--- src/rtl/mbx_pkg.sv ---
// Package: shared sizes and the window type for the doorbell mailbox bank.
// Assumes word-aligned byte addresses with two low address bits ignored.
package mbx_pkg;
    localparam int DEF_CORES        = 4;
    localparam int DEF_MBX_PER_CORE = 4;
    localparam int DEF_DATA_W       = 32;

    // Which address window an access falls in.
    typedef enum logic [1:0] {
        WIN_NONE = 2'd0,
        WIN_SET  = 2'd1,
        WIN_CLR  = 2'd2
    } win_e;
endpackage

--- src/rtl/mbx_addr_decode.sv ---
// Module: mbx_addr_decode
// Splits an access into per-mailbox set and clear strobes plus a read
// request. The top two address bits pick the window (10 = set, 11 = clear).
// The following bits pick the mailbox, and bits [1:0] are ignored.
// Assumes at most one access per cycle.
module mbx_addr_decode
    import mbx_pkg::*;
#(
    parameter int NUM_MBX = 16,
    localparam int IDX_W  = $clog2(NUM_MBX),
    localparam int ADDR_W = IDX_W + 4
) (
    input  logic              acc_valid,
    input  logic              acc_write,
    input  logic [ADDR_W-1:0] acc_addr,
    output logic [NUM_MBX-1:0] set_stb,
    output logic [NUM_MBX-1:0] clr_stb,
    output logic              rd_req,
    output logic              rd_in_win,
    output logic [IDX_W-1:0]  rd_idx
);
    win_e             win;
    logic [IDX_W-1:0] idx;
    logic [1:0]       unused_lsb;

    assign unused_lsb = acc_addr[1:0];
    assign idx        = acc_addr[IDX_W+1:2];

    // Classify the address into a window.
    always_comb begin
        unique case (acc_addr[ADDR_W-1 -: 2])
            2'b10:   win = WIN_SET;
            2'b11:   win = WIN_CLR;
            default: win = WIN_NONE;
        endcase
    end

    // One strobe pair per mailbox.
    for (genvar i = 0; i < NUM_MBX; i++) begin : g_stb
        assign set_stb[i] = acc_valid && acc_write && (win == WIN_SET)
                            && (idx == IDX_W'(i));
        assign clr_stb[i] = acc_valid && acc_write && (win == WIN_CLR)
                            && (idx == IDX_W'(i));
    end

    assign rd_req    = acc_valid && !acc_write;
    assign rd_in_win = (win != WIN_NONE);
    assign rd_idx    = idx;
endmodule

--- src/rtl/mbx_cell.sv ---
// Module: mbx_cell
// One doorbell register with per-bit set and clear. If both strobes are
// active in one cycle, a bit that is both set and cleared stays set.
// Assumes a synchronous active-low reset.
module mbx_cell #(
    parameter int DATA_W = 32
) (
    input  logic              clk,
    input  logic              rst_n,
    input  logic              set_en,
    input  logic              clr_en,
    input  logic [DATA_W-1:0] mask,
    output logic [DATA_W-1:0] value,
    output logic              nonzero
);
    logic [DATA_W-1:0] set_bits;
    logic [DATA_W-1:0] clr_bits;

    // Gate the write mask into set and clear bit vectors.
    always_comb begin
        set_bits = set_en ? mask : '0;
        clr_bits = clr_en ? mask : '0;
    end

    // Hold the mailbox; a set wins over a clear of the same bit.
    always_ff @(posedge clk) begin
        if (!rst_n) value <= '0;
        else        value <= (value & ~clr_bits) | set_bits;
    end

    assign nonzero = |value;
endmodule

--- src/rtl/mbx_read_port.sv ---
// Module: mbx_read_port
// Registered read data. A read inside a window returns the selected
// mailbox, and a read outside returns zero. The data holds on other cycles.
// Assumes rd_idx is valid whenever rd_req and rd_in_win are high.
module mbx_read_port #(
    parameter int NUM_MBX = 16,
    parameter int DATA_W  = 32,
    localparam int IDX_W  = $clog2(NUM_MBX)
) (
    input  logic                            clk,
    input  logic                            rst_n,
    input  logic                            rd_req,
    input  logic                            rd_in_win,
    input  logic [IDX_W-1:0]                rd_idx,
    input  logic [NUM_MBX-1:0][DATA_W-1:0]  mbx_q,
    output logic [DATA_W-1:0]               rdata
);
    // Capture the selected mailbox on a read request.
    always_ff @(posedge clk) begin
        if (!rst_n)      rdata <= '0;
        else if (rd_req) rdata <= rd_in_win ? mbx_q[rd_idx] : '0;
    end
endmodule

--- src/rtl/mbx_doorbell_bank.sv ---
// Module: mbx_doorbell_bank (top)
// Doorbell mailbox bank for NUM_CORES cores with MBX_PER_CORE mailboxes each.
// Set window starts at 0x80, clear window at 0xC0 (for the default sizes).
// Mailbox index is core*MBX_PER_CORE + mailbox. Assumes one access per cycle.
module mbx_doorbell_bank
    import mbx_pkg::*;
#(
    parameter int NUM_CORES    = DEF_CORES,
    parameter int MBX_PER_CORE = DEF_MBX_PER_CORE,
    parameter int DATA_W       = DEF_DATA_W,
    localparam int NUM_MBX     = NUM_CORES * MBX_PER_CORE,
    localparam int IDX_W       = $clog2(NUM_MBX),
    localparam int ADDR_W      = IDX_W + 4
) (
    input  logic               clk,
    input  logic               rst_n,
    input  logic               bus_valid,
    input  logic               bus_write,
    input  logic [ADDR_W-1:0]  bus_addr,
    input  logic [DATA_W-1:0]  bus_wdata,
    output logic [DATA_W-1:0]  bus_rdata,
    output logic [NUM_MBX-1:0] mbx_nonzero
);
    logic [NUM_MBX-1:0]             set_stb;
    logic [NUM_MBX-1:0]             clr_stb;
    logic                           rd_req;
    logic                           rd_in_win;
    logic [IDX_W-1:0]               rd_idx;
    logic [NUM_MBX-1:0][DATA_W-1:0] mbx_q;

    mbx_addr_decode #(.NUM_MBX(NUM_MBX)) u_dec (
        .acc_valid (bus_valid),
        .acc_write (bus_write),
        .acc_addr  (bus_addr),
        .set_stb   (set_stb),
        .clr_stb   (clr_stb),
        .rd_req    (rd_req),
        .rd_in_win (rd_in_win),
        .rd_idx    (rd_idx)
    );

    // One register per mailbox.
    for (genvar i = 0; i < NUM_MBX; i++) begin : g_mbx
        mbx_cell #(.DATA_W(DATA_W)) u_cell (
            .clk     (clk),
            .rst_n   (rst_n),
            .set_en  (set_stb[i]),
            .clr_en  (clr_stb[i]),
            .mask    (bus_wdata),
            .value   (mbx_q[i]),
            .nonzero (mbx_nonzero[i])
        );
    end

    mbx_read_port #(.NUM_MBX(NUM_MBX), .DATA_W(DATA_W)) u_rd (
        .clk       (clk),
        .rst_n     (rst_n),
        .rd_req    (rd_req),
        .rd_in_win (rd_in_win),
        .rd_idx    (rd_idx),
        .mbx_q     (mbx_q),
        .rdata     (bus_rdata)
    );
endmodule

--- config.mk ---
export PLATFORM = sky130hd
export DESIGN_NAME = mbx_doorbell_bank
export DESIGN_NICKNAME = d
export VERILOG_FILES = /design/src/rtl/mbx_pkg.sv /design/src/rtl/mbx_addr_decode.sv /design/src/rtl/mbx_cell.sv /design/src/rtl/mbx_read_port.sv /design/src/rtl/mbx_doorbell_bank.sv
export SDC_FILE = /design/constraint.sdc
export NUM_CORES = 1
export LEC_CHECK = 0
export BUFFER_PORTS_ARGS = -buffer_cell sky130_fd_sc_hd__buf_2
export CORE_ASPECT_RATIO = 1.5
export CORE_MARGIN = 2
export CORE_UTILIZATION = 25
export DETAILED_ROUTE_END_ITERATION = 7
export PLACE_DENSITY_LB_ADDON = 0.1
export RECOVER_POWER = 50
export SYNTH_ARGS = -nofsm -noshare
export SYNTH_HDL_FRONTEND = slang
export SYNTH_SLANG_ARGS = --single-unit
export TNS_END_PERCENT = 50
--- constraint.sdc ---
create_clock -name clk -period 1.6 [get_ports clk]
set_clock_uncertainty 0.1 [all_clocks]
set_input_delay 0.16 -clock clk [delete_from_list [all_inputs] [get_ports clk]]
set_output_delay 0.16 -clock clk [all_outputs]
set_load 0.02 [all_outputs]
==> results by group <==
Setup path
  – Critical path peak fanout: 2
  – RR Endpoint: u_rd.rdata[29]
  – CP Launch Type: flop
  – Slowest library cell on the worst path: nor4_4
  – Crit path arrival time: approximately 2.2 ns
  – Worst setup path start: g_mbx[14].u_cell.value[14]
  – Buf+Inv Stages, Crit Path: 2
  – Crit. End Element: primary output
  – Worst setup path endpoint: mbx_nonzero[14]
  – Kind of critical path: reg -> out
  – Critical path, cell by cell: nor4_4 > buf_4 > nand4_1 > or2_4 > buf_6
  – Reg2reg start: g_mbx[9].u_cell.value[29]
  – Crit path max-delay family: simple AND/OR/NAND/NOR gates
  – Crit path largest cell delay: between 0.3 and 0.4 ns
  – Crit path depth: 5
  – Crit path required time: around 1.3 ns
  – Register-to-Register Setup Slack: -0.09 ns
  – Reg2reg path depth: 5

Timing
  – Max_slew headroom: between 40% and 50%
  – Slew Limit Fails: 0
  – RSZ-0062 raised after global routing: true
  – Hold WS: just under 0.08 ns
  – Period Utilization, post-route: 154%
  – Final Hold Vio Count: 0
  – Min Tclk post-route: roughly 2.5 ns
  – Final setup violating endpoints: 505
  – Setup_tns: -105.88 ns
  – Fmax: a little over 0.4 GHz
  – PnR worst setup slack: -0.861 ns
  – Worst-margin pin slew: approximately 0.83 ns

Placement
  – IO Port Bufs: between 80 and 90
  – Setup WS pre-CTS: -0.659 ns
  – Gpl congestion: slightly below 0.9
  – DP Wirelength: approximately 99,000 um
  – Dpl cells: 4,366

Synth
  – Compound-gate portion of the synthesized area: between 20% and 30%
  – Synth Instances: around 2.6k
  – Most frequent cell after synthesis: dfxtp_1
  – Synth top area share: 40.0%
  – Synthesized area: 27,200 um^2
  – Synth warnings: 0
  – Post-synth top cells: dfxtp_1, nand3_1, a32o_1, buf_2, nand4_1
  – Post-synthesis xor/xnor area fraction: 0%
  – Share of async-settable or async-resettable flops after synthesis: 0%
  – Register area share after synthesis: 40.0%
  – Number of synthesized register bits: approximately 540
  – Area leader, netlist: dfxtp_1
  – Post-Syn Nets: approximately 2.6k
  – Post-synthesis cell type count: 35
  – Largest family of logic cells by synthesized area: compound AO/OA/AOI/OAI gates
  – Syn Area/Cell: between 10 and 15 um^2
  – Simple logic cell fraction of the synthesized area: a little under a fifth
  – Multiplexer share of the synthesized area: 11.8%
  – Largest cells by area after synthesis: dfxtp_1, a32o_1, mux4_2
  – Synth Area in Adders: 0%
  – EDFF count, synth: 0
  – Top_reg_cell synth: dfxtp_1

Clock tree
  – CTS clk-pin slew, worst paths: 0.07 ns
  – Root buf cell: clkbuf_16
  – H-tree Lvls: 2
  – Max Buffers Root-to-Sink: 3
  – Worst skew pair latency: between 0.6 and 0.7 ns
  – Num CTS Buffers: 60
  – CTS tree: yes
  – Clock Sinks: roughly 540

Run
  – Max Cap Violations: 0

Worst hold path
  – HP Class: in -> reg

Global route
  – Vias in the first global route: approximately 28k
  – First-pass GRT wire length: around 200,000 um
  – GRT overflow: 0
  – GRT Overall Usage: between 20% and 30%
  – Largest net degree at the start of global routing: roughly 90
  – Initial antenna violation count: 3

Detailed routing
  – # DRC: 0
  – WL final: between 100,000 and 150,000 um
  – DRT Pass-1 Iters: 5
  – DR vias: 26.9k
  – Detail Route Antenna Nets: 0
  – Vias/cell: 5.96
  – DR WL/cell: about 31 um
  – Iter 0 DRT Violations: about 2.8k

Power and ir drop
  – PwrDens: roughly 830 nW/um^2
  – Peak supply drop: between 0.8 and 0.9 mV
  – Comb pwr share: a little over a tenth
  – Clock power frac: 46.2%
  – Net Sw Frac: 26.8%
  – Pint: between 20 and 25 mW
  – Net Switching: between 8 and 9 mW
  – P_leak: 14.5 nW
  – Sequential power share: about 43%

Finish
  – Final core occ: between 30% and 40%
  – Final std cells w/o fill: ~4.5k
  – Nets: between 3k and 4k
  – Filler cell count: approximately 11k
  – Share of post-route cells with drive strength above 1: approximately 47%
  – Synthesis-to-finish area growth: 38.5%

Floorplan
  – Die Area: 112,000 um^2
  – Ports: a little over 90
  – Initial Utilization: between 20% and 30%
  – Core Box Area: 108,000 um^2
  – Die W: 273 um
  – Die Span Y: between 400 and 500 um
  – # rows: between 100 and 150

Status
  – Failing checks: negative setup slack
  – Status: finished, violations left
## metal layers
metal / wire length (um) / up-vias / global-route usage, %
li1: - / 11600 / -
met1: 53900 / 13900 / 28.5
met2: 73200 / 1062 / 44.7
met3: 6410 / 299 / 2.55
met4: 7710 / 2 / 12.5
met5: 13 / - / 0
## cell type report
type	instances	area (um^2)	share of cell area [%]
Tap cell	1425	1780	4.73
Multi-Input combinational cell	1564	14800	39.4
Sequential cell	544	11000	29.3
Clock buffer	88	1740	4.61
Clock inverter	16	218	0.577
Timing Repair Buffer	863	8080	21.4
Inverter	1	3.75	0.00996
Antenna cell	2	5.00	0.0133
## stage by stage
step | power, mW | area [um^2]
after floorplan | 15.4 | 27200
after global placement | 17.0 | 34300
after detailed placement | 17.0 | 34300
after CTS | 31.7 | 37500
after global routing | 32.2 | 37700
final | 31.4 | 37700
## power groups by stage
stage	combinational [mW]	sequential (mW)	clock, mW
floorplan	1.52	13.9	0
global placement	3.14	13.9	0
detailed placement	3.15	13.9	0
CTS	3.30	13.6	14.8
global route	3.40	13.6	15.2
finish	3.30	13.6	14.5
## cells by family (layout without fill, tap and decap cells)
| group | Yosys count | after routing |
|---|---|---|
| AOI/OAI and AO/OA | 576 | 576 |
| DFF | 544 | 544 |
| muxes | 160 | 160 |
| and+or+nand+nor | 828 | 828 |
| buffers and inverters | 455 | 968 |
| other | 0 | 2 |
## tightest hold or removal path: cells and delay by family
kind / cells / cell delay (ns)
compound gates: 2 / 0.22
buf+inv: 2 / 0.33
## sequential cells by signal (all words and copies together) (netlist names)
register / flops
u_rd.rdata: 32
g_mbx.u_cell.value: 512
## how the worst min path moves through the flow
stage | depth (start not counted) | from | endpoint
2_1_floorplan | 3 | bus_valid | u_rd.rdata[31]
3_3_place_gp | 1 | g_mbx[5].u_cell.value[23] | g_mbx[5].u_cell.value[23]
3_5_place_dp | 1 | g_mbx[8].u_cell.value[3] | g_mbx[8].u_cell.value[3]
4_1_cts | 4 | rst_n | u_rd.rdata[14]
5_1_grt | 3 | rst_n | g_mbx[4].u_cell.value[14]
6_report | 4 | rst_n | u_rd.rdata[14]
## layout by cell type (no fill, tap or decap), types with 3 or more instances in the layout
master and count:
dfxtp_1 438, clkinv_2 7, mux2i_4 4, clkbuf_8 11, nor4_1 74, a32o_2 150, dfxtp_2 100, buf_2 66
o2111ai_2 13, clkbuf_1 16, mux2i_1 23, nor3_4 9, nand4_1 192, clkbuf_16 61, and4bb_2 5, buf_4 593
mux4_2 128, nand3_1 407, o211ai_1 32, buf_12 121, nor4_2 24, buf_6 44, and4b_1 3, dlygate4sd3_1 33
nand2b_1 4, clkbuf_2 3, mux2i_2 5, or2_4 16, nand3_2 8, a32o_1 362, dfxtp_4 6, bufinv_16 5
and2_1 32, o2111ai_1 19, nor4_4 36
## what timing repair did
action / CTS / global route
setup buffers: 2 / 1
resized for setup: 215 / 95
endpoints found under the setup margin: 53 / 45
endpoints found under the hold margin: 392 / 0
hold buffers: 33 / 0
pin swaps: 48 / 20
Note: power is estimated with default switching activity, not from simulation.
